$ cat config.mk
export PLATFORM = sky130hd
export DESIGN_NAME = ocb_nonce_offset
export DESIGN_NICKNAME = d
export VERILOG_FILES = /design/src/rtl/ocb_nonce_pkg.sv /design/src/rtl/ocb_nonce_format.sv /design/src/rtl/ocb_stretch_shift.sv /design/src/rtl/ocb_nonce_offset.sv
export SDC_FILE = /design/constraint.sdc
export NUM_CORES = 1
export LEC_CHECK = 0
export ABC_AREA = 1
export ABC_CLOCK_PERIOD_IN_PS = 1500
export BUFFER_PORTS_ARGS = -buffer_cell sky130_fd_sc_hd__clkbuf_2
export CAP_MARGIN = 10
export CORE_UTILIZATION = 53
export DETAILED_ROUTE_END_ITERATION = 12
export PLACE_DENSITY = 0.79
export SLEW_MARGIN = 20
export SYNTH_ARGS = -nofsm -noshare
export SYNTH_HDL_FRONTEND = slang
export SYNTH_HIERARCHICAL = 1
export SYNTH_SLANG_ARGS = --single-unit
$ cat constraint.sdc
create_clock -name clk -period 1.5 [get_ports clk]
set_input_delay 0.075 -clock clk [delete_from_list [all_inputs] [get_ports clk]]
set_output_delay 0.075 -clock clk [all_outputs]
set_load 0.01 [all_outputs]
$ cat src/rtl/ocb_nonce_pkg.sv
package ocb_nonce_pkg;
  localparam int OFS_BOT_W  = 6;
  localparam int OFS_MIX_SH = 8;
  typedef enum logic [1:0] {ST_IDLE, ST_WAIT, ST_EMIT} ofs_state_e;
endpackage

$ cat src/rtl/ocb_nonce_format.sv
module ocb_nonce_format #(
  parameter int NONCE_W = 96,
  parameter int BLK_W   = 128,
  parameter int BOT_W   = 6
) (
  input  logic [NONCE_W-1:0] nonce,
  output logic [BLK_W-1:0]   masked,
  output logic [BOT_W-1:0]   bottom
);
  always_comb begin
    masked                 = '0;
    masked[NONCE_W-1:0]    = nonce;
    masked[NONCE_W]        = 1'b1;
    masked[BOT_W-1:0]      = '0;
    bottom                 = nonce[BOT_W-1:0];
  end
endmodule

$ cat src/rtl/ocb_stretch_shift.sv
module ocb_stretch_shift #(
  parameter int BLK_W  = 128,
  parameter int BOT_W  = 6,
  parameter int MIX_SH = 8
) (
  input  logic [BLK_W-1:0] ktop,
  input  logic [BOT_W-1:0] bottom,
  output logic [BLK_W-1:0] offset
);
  localparam int HALF  = BLK_W / 2;
  localparam int STR_W = BLK_W + HALF;

  logic [STR_W-1:0] stretch;
  logic [STR_W-1:0] acc;

  assign stretch = {ktop, ktop[BLK_W-1 -: HALF] ^ ktop[BLK_W-1-MIX_SH -: HALF]};

  // logarithmic shifter: one conditional stage per bottom bit
  always_comb begin
    acc = stretch;
    for (int k = 0; k < BOT_W; k++) begin
      if (bottom[k]) acc = acc << (1 << k);
    end
  end

  assign offset = acc[STR_W-1 -: BLK_W];
endmodule

$ cat src/rtl/ocb_nonce_offset.sv
module ocb_nonce_offset
  import ocb_nonce_pkg::*;
#(
  parameter int NONCE_W = 96,
  parameter int BLK_W   = 128
) (
  input  logic               clk,
  input  logic               rst,
  input  logic               key_chg_i,
  input  logic               nonce_valid_i,
  output logic               nonce_ready_o,
  input  logic [NONCE_W-1:0] nonce_i,
  output logic               enc_req_o,
  output logic [BLK_W-1:0]   enc_data_o,
  input  logic               enc_ack_i,
  input  logic [BLK_W-1:0]   enc_rsp_i,
  output logic               offset_valid_o,
  output logic [BLK_W-1:0]   offset_o
);
  localparam int BOT_W = OFS_BOT_W;

  ofs_state_e       state;
  logic [BOT_W-1:0] bot_q;
  logic [BLK_W-1:0] cache_key;
  logic [BLK_W-1:0] cache_dat;
  logic             cache_vld;
  logic             stale_q;

  logic [BLK_W-1:0] fmt_masked;
  logic [BOT_W-1:0] fmt_bot;
  logic [BLK_W-1:0] shift_out;
  logic             accept;
  logic             hit;

  ocb_nonce_format #(.NONCE_W(NONCE_W), .BLK_W(BLK_W), .BOT_W(BOT_W)) fmt_i (
    .nonce  (nonce_i),
    .masked (fmt_masked),
    .bottom (fmt_bot)
  );

  ocb_stretch_shift #(.BLK_W(BLK_W), .BOT_W(BOT_W), .MIX_SH(OFS_MIX_SH)) shf_i (
    .ktop   (cache_dat),
    .bottom (bot_q),
    .offset (shift_out)
  );

  assign nonce_ready_o = (state == ST_IDLE);
  assign accept        = nonce_valid_i && nonce_ready_o;
  assign hit           = cache_vld && !key_chg_i && (fmt_masked == cache_key);

  always_ff @(posedge clk) begin
    if (rst) begin
      state          <= ST_IDLE;
      bot_q          <= '0;
      cache_key      <= '0;
      cache_dat      <= '0;
      cache_vld      <= 1'b0;
      stale_q        <= 1'b0;
      enc_req_o      <= 1'b0;
      enc_data_o     <= '0;
      offset_valid_o <= 1'b0;
      offset_o       <= '0;
    end else begin
      enc_req_o      <= 1'b0;
      offset_valid_o <= 1'b0;
      if (key_chg_i) cache_vld <= 1'b0;
      case (state)
        ST_IDLE: begin
          if (accept) begin
            bot_q <= fmt_bot;
            if (hit) begin
              state <= ST_EMIT;
            end else begin
              cache_key  <= fmt_masked;
              cache_vld  <= 1'b0;
              stale_q    <= 1'b0;
              enc_req_o  <= 1'b1;
              enc_data_o <= fmt_masked;
              state      <= ST_WAIT;
            end
          end
        end
        ST_WAIT: begin
          if (key_chg_i) stale_q <= 1'b1;
          if (enc_ack_i) begin
            cache_dat <= enc_rsp_i;
            cache_vld <= !(stale_q || key_chg_i);
            state     <= ST_EMIT;
          end
        end
        ST_EMIT: begin
          offset_o       <= shift_out;
          offset_valid_o <= 1'b1;
          state          <= ST_IDLE;
        end
        default: state <= ST_IDLE;
      endcase
    end
  end
endmodule

==> results_dict.tcl, run 1 <==
set metrics [dict create \
    run_status "aborted with a tool error" \
    lastStage "global routing (5_1_grt)" \
    error "[ERROR GRT-0116] Global routing finished with congestion. Check the congestion regions in the DRC Viewer." \
    grt-ovfl-total 42 \
    netlist.area_leader.share_pct 26.5 \
    portBuffers 487 \
    first_global_vias 47300 \
    synthCells 5141 \
    grt_first_pass_wirelength_mm 308 \
    yosysMostFrequentCell "nand2_1" \
    syn_avg_cell_area_um2 5.83 \
    ios 488 \
    synth_area_um2 30000 \
    cts_buffer_depth 3 \
    dominantRegCellSynth "dfxtp_1" \
    cts_buffers 46 \
    die_y_um 240 \
    clock-sinks 396 \
    yosysSeqAreaShare_pct 26.5 \
    ys_async_sr_fraction_pct 0 \
    grt_use_total_pct 73.2 \
    yosysTopAreaCell "dfxtp_1" \
    dp_hpwl_mm 112 \
    place_ws_ps -741 \
    yosys-top-cells-count "1,567 x nand2_1, 1,553 x nand3_1, 396 x dfxtp_1, 360 x nor2_1, 226 x o21ai_0" \
    synth_cell_types 34 \
    initial_core_util_pct 54.0 \
    yosys_register_bits 396 \
    fp-row-count 86 \
    synth-edff-count 0 \
    place_congestion 1.13 \
    h-tree-depth 2 \
    fp.dieW_um 240 \
    cts_root_buffer "clkbuf_16" \
    yosysWarnings 6 \
    grt_max_degree 101 \
    yosys-top-cells-area "dfxtp_1 26%, nand3_1 26%, nand2_1 20%, nor2_1 4.5%, o21ai_0 3.8%" \
]
repair_timing:
action | in CTS
hold buffers | 228
pin swaps | 57
buffers inserted | 25
endpoints found under the setup margin | 268
resized for setup | 350
hold endpoints to repair | 244
gates cloned | 24
metrics by stage:
| stage | setup TNS (ps) | instances | area [µm²] | hold slack [ps] |
|---|---|---|---|---|
| floorplan | -23450 | 5177 | 30700 | 218 |
| global placement | -156660 | 6555 | 36900 | 305 |
| detailed placement | -165890 | 6555 | 36900 | 309 |
| CTS | -152190 | 6914 | 43200 | 224 |
per-layer routing:
metal | overflow | GRT usage, %
met1 | 1 | 75.6
met2 | 14 | 89.9
met3 | 3 | 54.5
met4 | 24 | 69.9
met5 | 0 | 35.2
cell families after synthesis:
logic type | after synthesis | synth area share, %
simple gates | 3564 | 51.9
flops | 396 | 26.5
xor+xnor | 115 | 3.36
other cells | 2 | 0.0251
compound gates | 434 | 7.33
buf+inv | 630 | 11.0
==> run 2, diff against run 1 <==
--- a/config.mk
+++ b/config.mk
@@ -6,12 +6,12 @@
 export NUM_CORES = 1
 export LEC_CHECK = 0
 export ABC_AREA = 1
-export ABC_CLOCK_PERIOD_IN_PS = 1500
+export ABC_CLOCK_PERIOD_IN_PS = 2000
 export BUFFER_PORTS_ARGS = -buffer_cell sky130_fd_sc_hd__clkbuf_2
 export CAP_MARGIN = 10
-export CORE_UTILIZATION = 53
+export CORE_UTILIZATION = 40
 export DETAILED_ROUTE_END_ITERATION = 12
-export PLACE_DENSITY = 0.79
+export PLACE_DENSITY_LB_ADDON = 0.15
 export SLEW_MARGIN = 20
 export SYNTH_ARGS = -nofsm -noshare
 export SYNTH_HDL_FRONTEND = slang
==> constraint.sdc (replaced) <==
create_clock -name clk -period 2 [get_ports clk]
set_input_delay 0.1 -clock clk [delete_from_list [all_inputs] [get_ports clk]]
set_output_delay 0.1 -clock clk [all_outputs]
set_load 0.01 [all_outputs]
==> run 2 against run 1 <==
Net effect:
- synthesized cell count unchanged
- area after synthesis unchanged
- the flow now finishes, with violations (negative setup slack)
==> results_dict.tcl, run 2 <==
set metrics [dict create \
    grt_antenna_before_repair 4 \
    fmaxAchievable_ghz 0.433 \
    synth_area_um2 30000 \
    drc 0 \
    grt-ovfl-total 0 \
    arrival_ps 2800 \
    p_leak_uw 0.0195 \
    ios 488 \
    h-tree-depth 2 \
    first_global_vias 35500 \
    ir_worst_vdd_mv 0.645 \
    core_um2 73600 \
    grt_first_pass_wirelength_mm 215 \
    hold_depth 4 \
    place_area_um2 35200 \
    yosysWarnings 6 \
    worstMarginPinSlew_ps 740 \
    initial_core_util_pct 40.7 \
    reg.largest.list "cache_dat: 128 flops, cache_key: 128 flops, offset_o: 128 flops" \
    ys_async_sr_fraction_pct 0 \
    avgRoutedWirePerCell_um 21.4 \
    cts_root_buffer "clkbuf_16" \
    yosys-top-cells-area "dfxtp_1 26%, nand3_1 26%, nand2_1 20%, nor2_1 4.5%, o21ai_0 3.8%" \
    yosys_register_bits 396 \
    required_ps 2490 \
    r2r_cells 13 \
    ant_nets 0 \
    layout_commonest_cell "nand2_1" \
    yosys-top-cells-count "1,567 x nand2_1, 1,553 x nand3_1, 396 x dfxtp_1, 360 x nor2_1, 226 x o21ai_0" \
    first_iter_violations 4336 \
    start_kind "flip-flop" \
    clock-sinks 396 \
    hold_violations 0 \
    dominantRegCellSynth "dfxtp_1" \
    drv_slew 0 \
    pwr_density_cell_nw_per_um2 742 \
    worstSetupPathType "reg -> reg" \
    dp_hpwl_mm 111 \
    drive_gt1_share_pct 21.6 \
    syn_avg_cell_area_um2 5.83 \
    relSlewSlack_pct 50.7 \
    viasPerCell 5.59 \
    hold_slack_ps 113 \
    place_congestion 1.04 \
    rsz0062_at_grt "yes" \
    routed-via-count 38600 \
    crit_fanout 15 \
    fin_ws_ps -310 \
    grt_use_total_pct 37.1 \
    final_area_um2 40400 \
    finalNetCount 6124 \
    synth_cell_types 34 \
    run_status "finished, violations left" \
    multi_input_area_um2 20000 \
    drt_first_pass_iters 6 \
    die_y_um 276 \
    yosysSeqAreaShare_pct 26.5 \
    clock_latency_ps 620 \
    yosysMostFrequentCell "nand2_1" \
    synth-edff-count 0 \
    seqCellArea_um2 7950 \
    min_period_ps 2310 \
    netlist.area_leader.share_pct 26.5 \
    clk_pin_slew_ps 60 \
    cts_buffer_depth 3 \
    setup_tns_ps -32150 \
    portBuffers 487 \
    skew_ps 36.7 \
    place_ws_ps -473 \
    cap_violations 0 \
    nFillCells 7594 \
    dieArea_um2 76000 \
    yosysTopAreaCell "dfxtp_1" \
    synthCells 5141 \
    drt_wl_total_mm 148 \
    fp-row-count 99 \
    fin_crit_sh_pct 116 \
    total_power_uw 30000 \
    violations "negative setup slack" \
    layout_common_cells "1,517 x nand2_1, 1,442 x nand3_1, 486 x clkbuf_2" \
    grt_max_degree 129 \
    finalSetupViolCount 232 \
    min_path_type "in -> reg" \
    cts_tree "done" \
    endpoint_kind "flip-flop" \
    areaGrowthSynthToFinish_pct 34.9 \
    cts_buffers 47 \
    fp.dieW_um 276 \
]
-- run 2: cell counts after synthesis --
No cell type changed its count.
-- run 2: per-layer routing --
metal | part of all wire (%) | vias to the layer above | routed length, µm | GRT usage (%)
li1 | - | 18500 | - | -
met1 | 41 | 17900 | 60400 | 46.9
met2 | 46 | 1819 | 67300 | 60.9
met3 | 7.7 | 375 | 11300 | 5.19
met4 | 5.9 | 4 | 8750 | 19.8
met5 | 0.016 | - | 23 | 0
-- run 2: final timing paths --
check                                start           end  slack [ps]
worst max-delay path              bot_q[0]  offset_o[13]        -310
worst min-delay path            nonce_i[0]      bot_q[0]         110
worst max register to register    bot_q[0]  offset_o[13]        -310
worst min register to register     stale_q       stale_q         450
-- run 2: through the flow --
| stage | std cells | utilization (%) |
|---|---|---|
| floorplan | 5177 | - |
| global route | 6893 | 54.9 |
| global placement | 6565 | 47.9 |
| detailed placement | 6565 | 47.9 |
| finish | 6893 | 54.9 |
| CTS | 6886 | 53.9 |
-- run 2: power by group --
group	total, µW	leakage (µW)	switching (µW)	internal, µW
Combinational	12300	0.0155	7900	4370
Sequential	8670	0.00323	374	8300
Clock	9050	0.000785	3810	5240
Total	30000	0.0195	12100	17900
-- run 2: final cells by class --
| type | count | share of cell area (%) |
|---|---|---|
| clock inverter | 21 | 0.638 |
| tap | 959 | 2.97 |
| clock buffer | 65 | 3.32 |
| timing repair buffer | 1174 | 22.8 |
| inverter | 125 | 1.22 |
| sequential | 396 | 19.7 |
| multi-input combinational | 4151 | 49.4 |
| antenna | 2 | 0.0124 |
-- run 2: kinds of logic after synthesis --
family,after synthesis,synth area share [%]
AND/OR/NAND/NOR,3564,51.9
buffers and inverters,630,11.0
AO/OA/AOI/OAI,434,7.33
flip-flops,396,26.5
XOR/XNOR,115,3.36
other,2,0.0251
-- run 2: critical path: stages, from the launching register on --
cell     delay (ps)
dfxtp_4         400
buf_4           190
or2_1           220
o21ai_1          90
buf_4           150
nand2_1          60
nand3_1         130
nand2_1         150
nand2_2         120
nand3_2         120
nand3_1         240
nand2_1         100
nor2_1          130
nor2_1           60
-- run 2: repair_timing --
action / 4_1_cts / 5_1_grt
endpoints found under the hold margin: 241 / 0
setup buffers: 1 / 1
pin swaps: 7 / 13
setup endpoints to repair: 260 / 259
hold buffers: 233 / 0
gates resized for setup: 133 / 186
gates cloned: 1 / 4
Power figures use the tool's default switching activity.
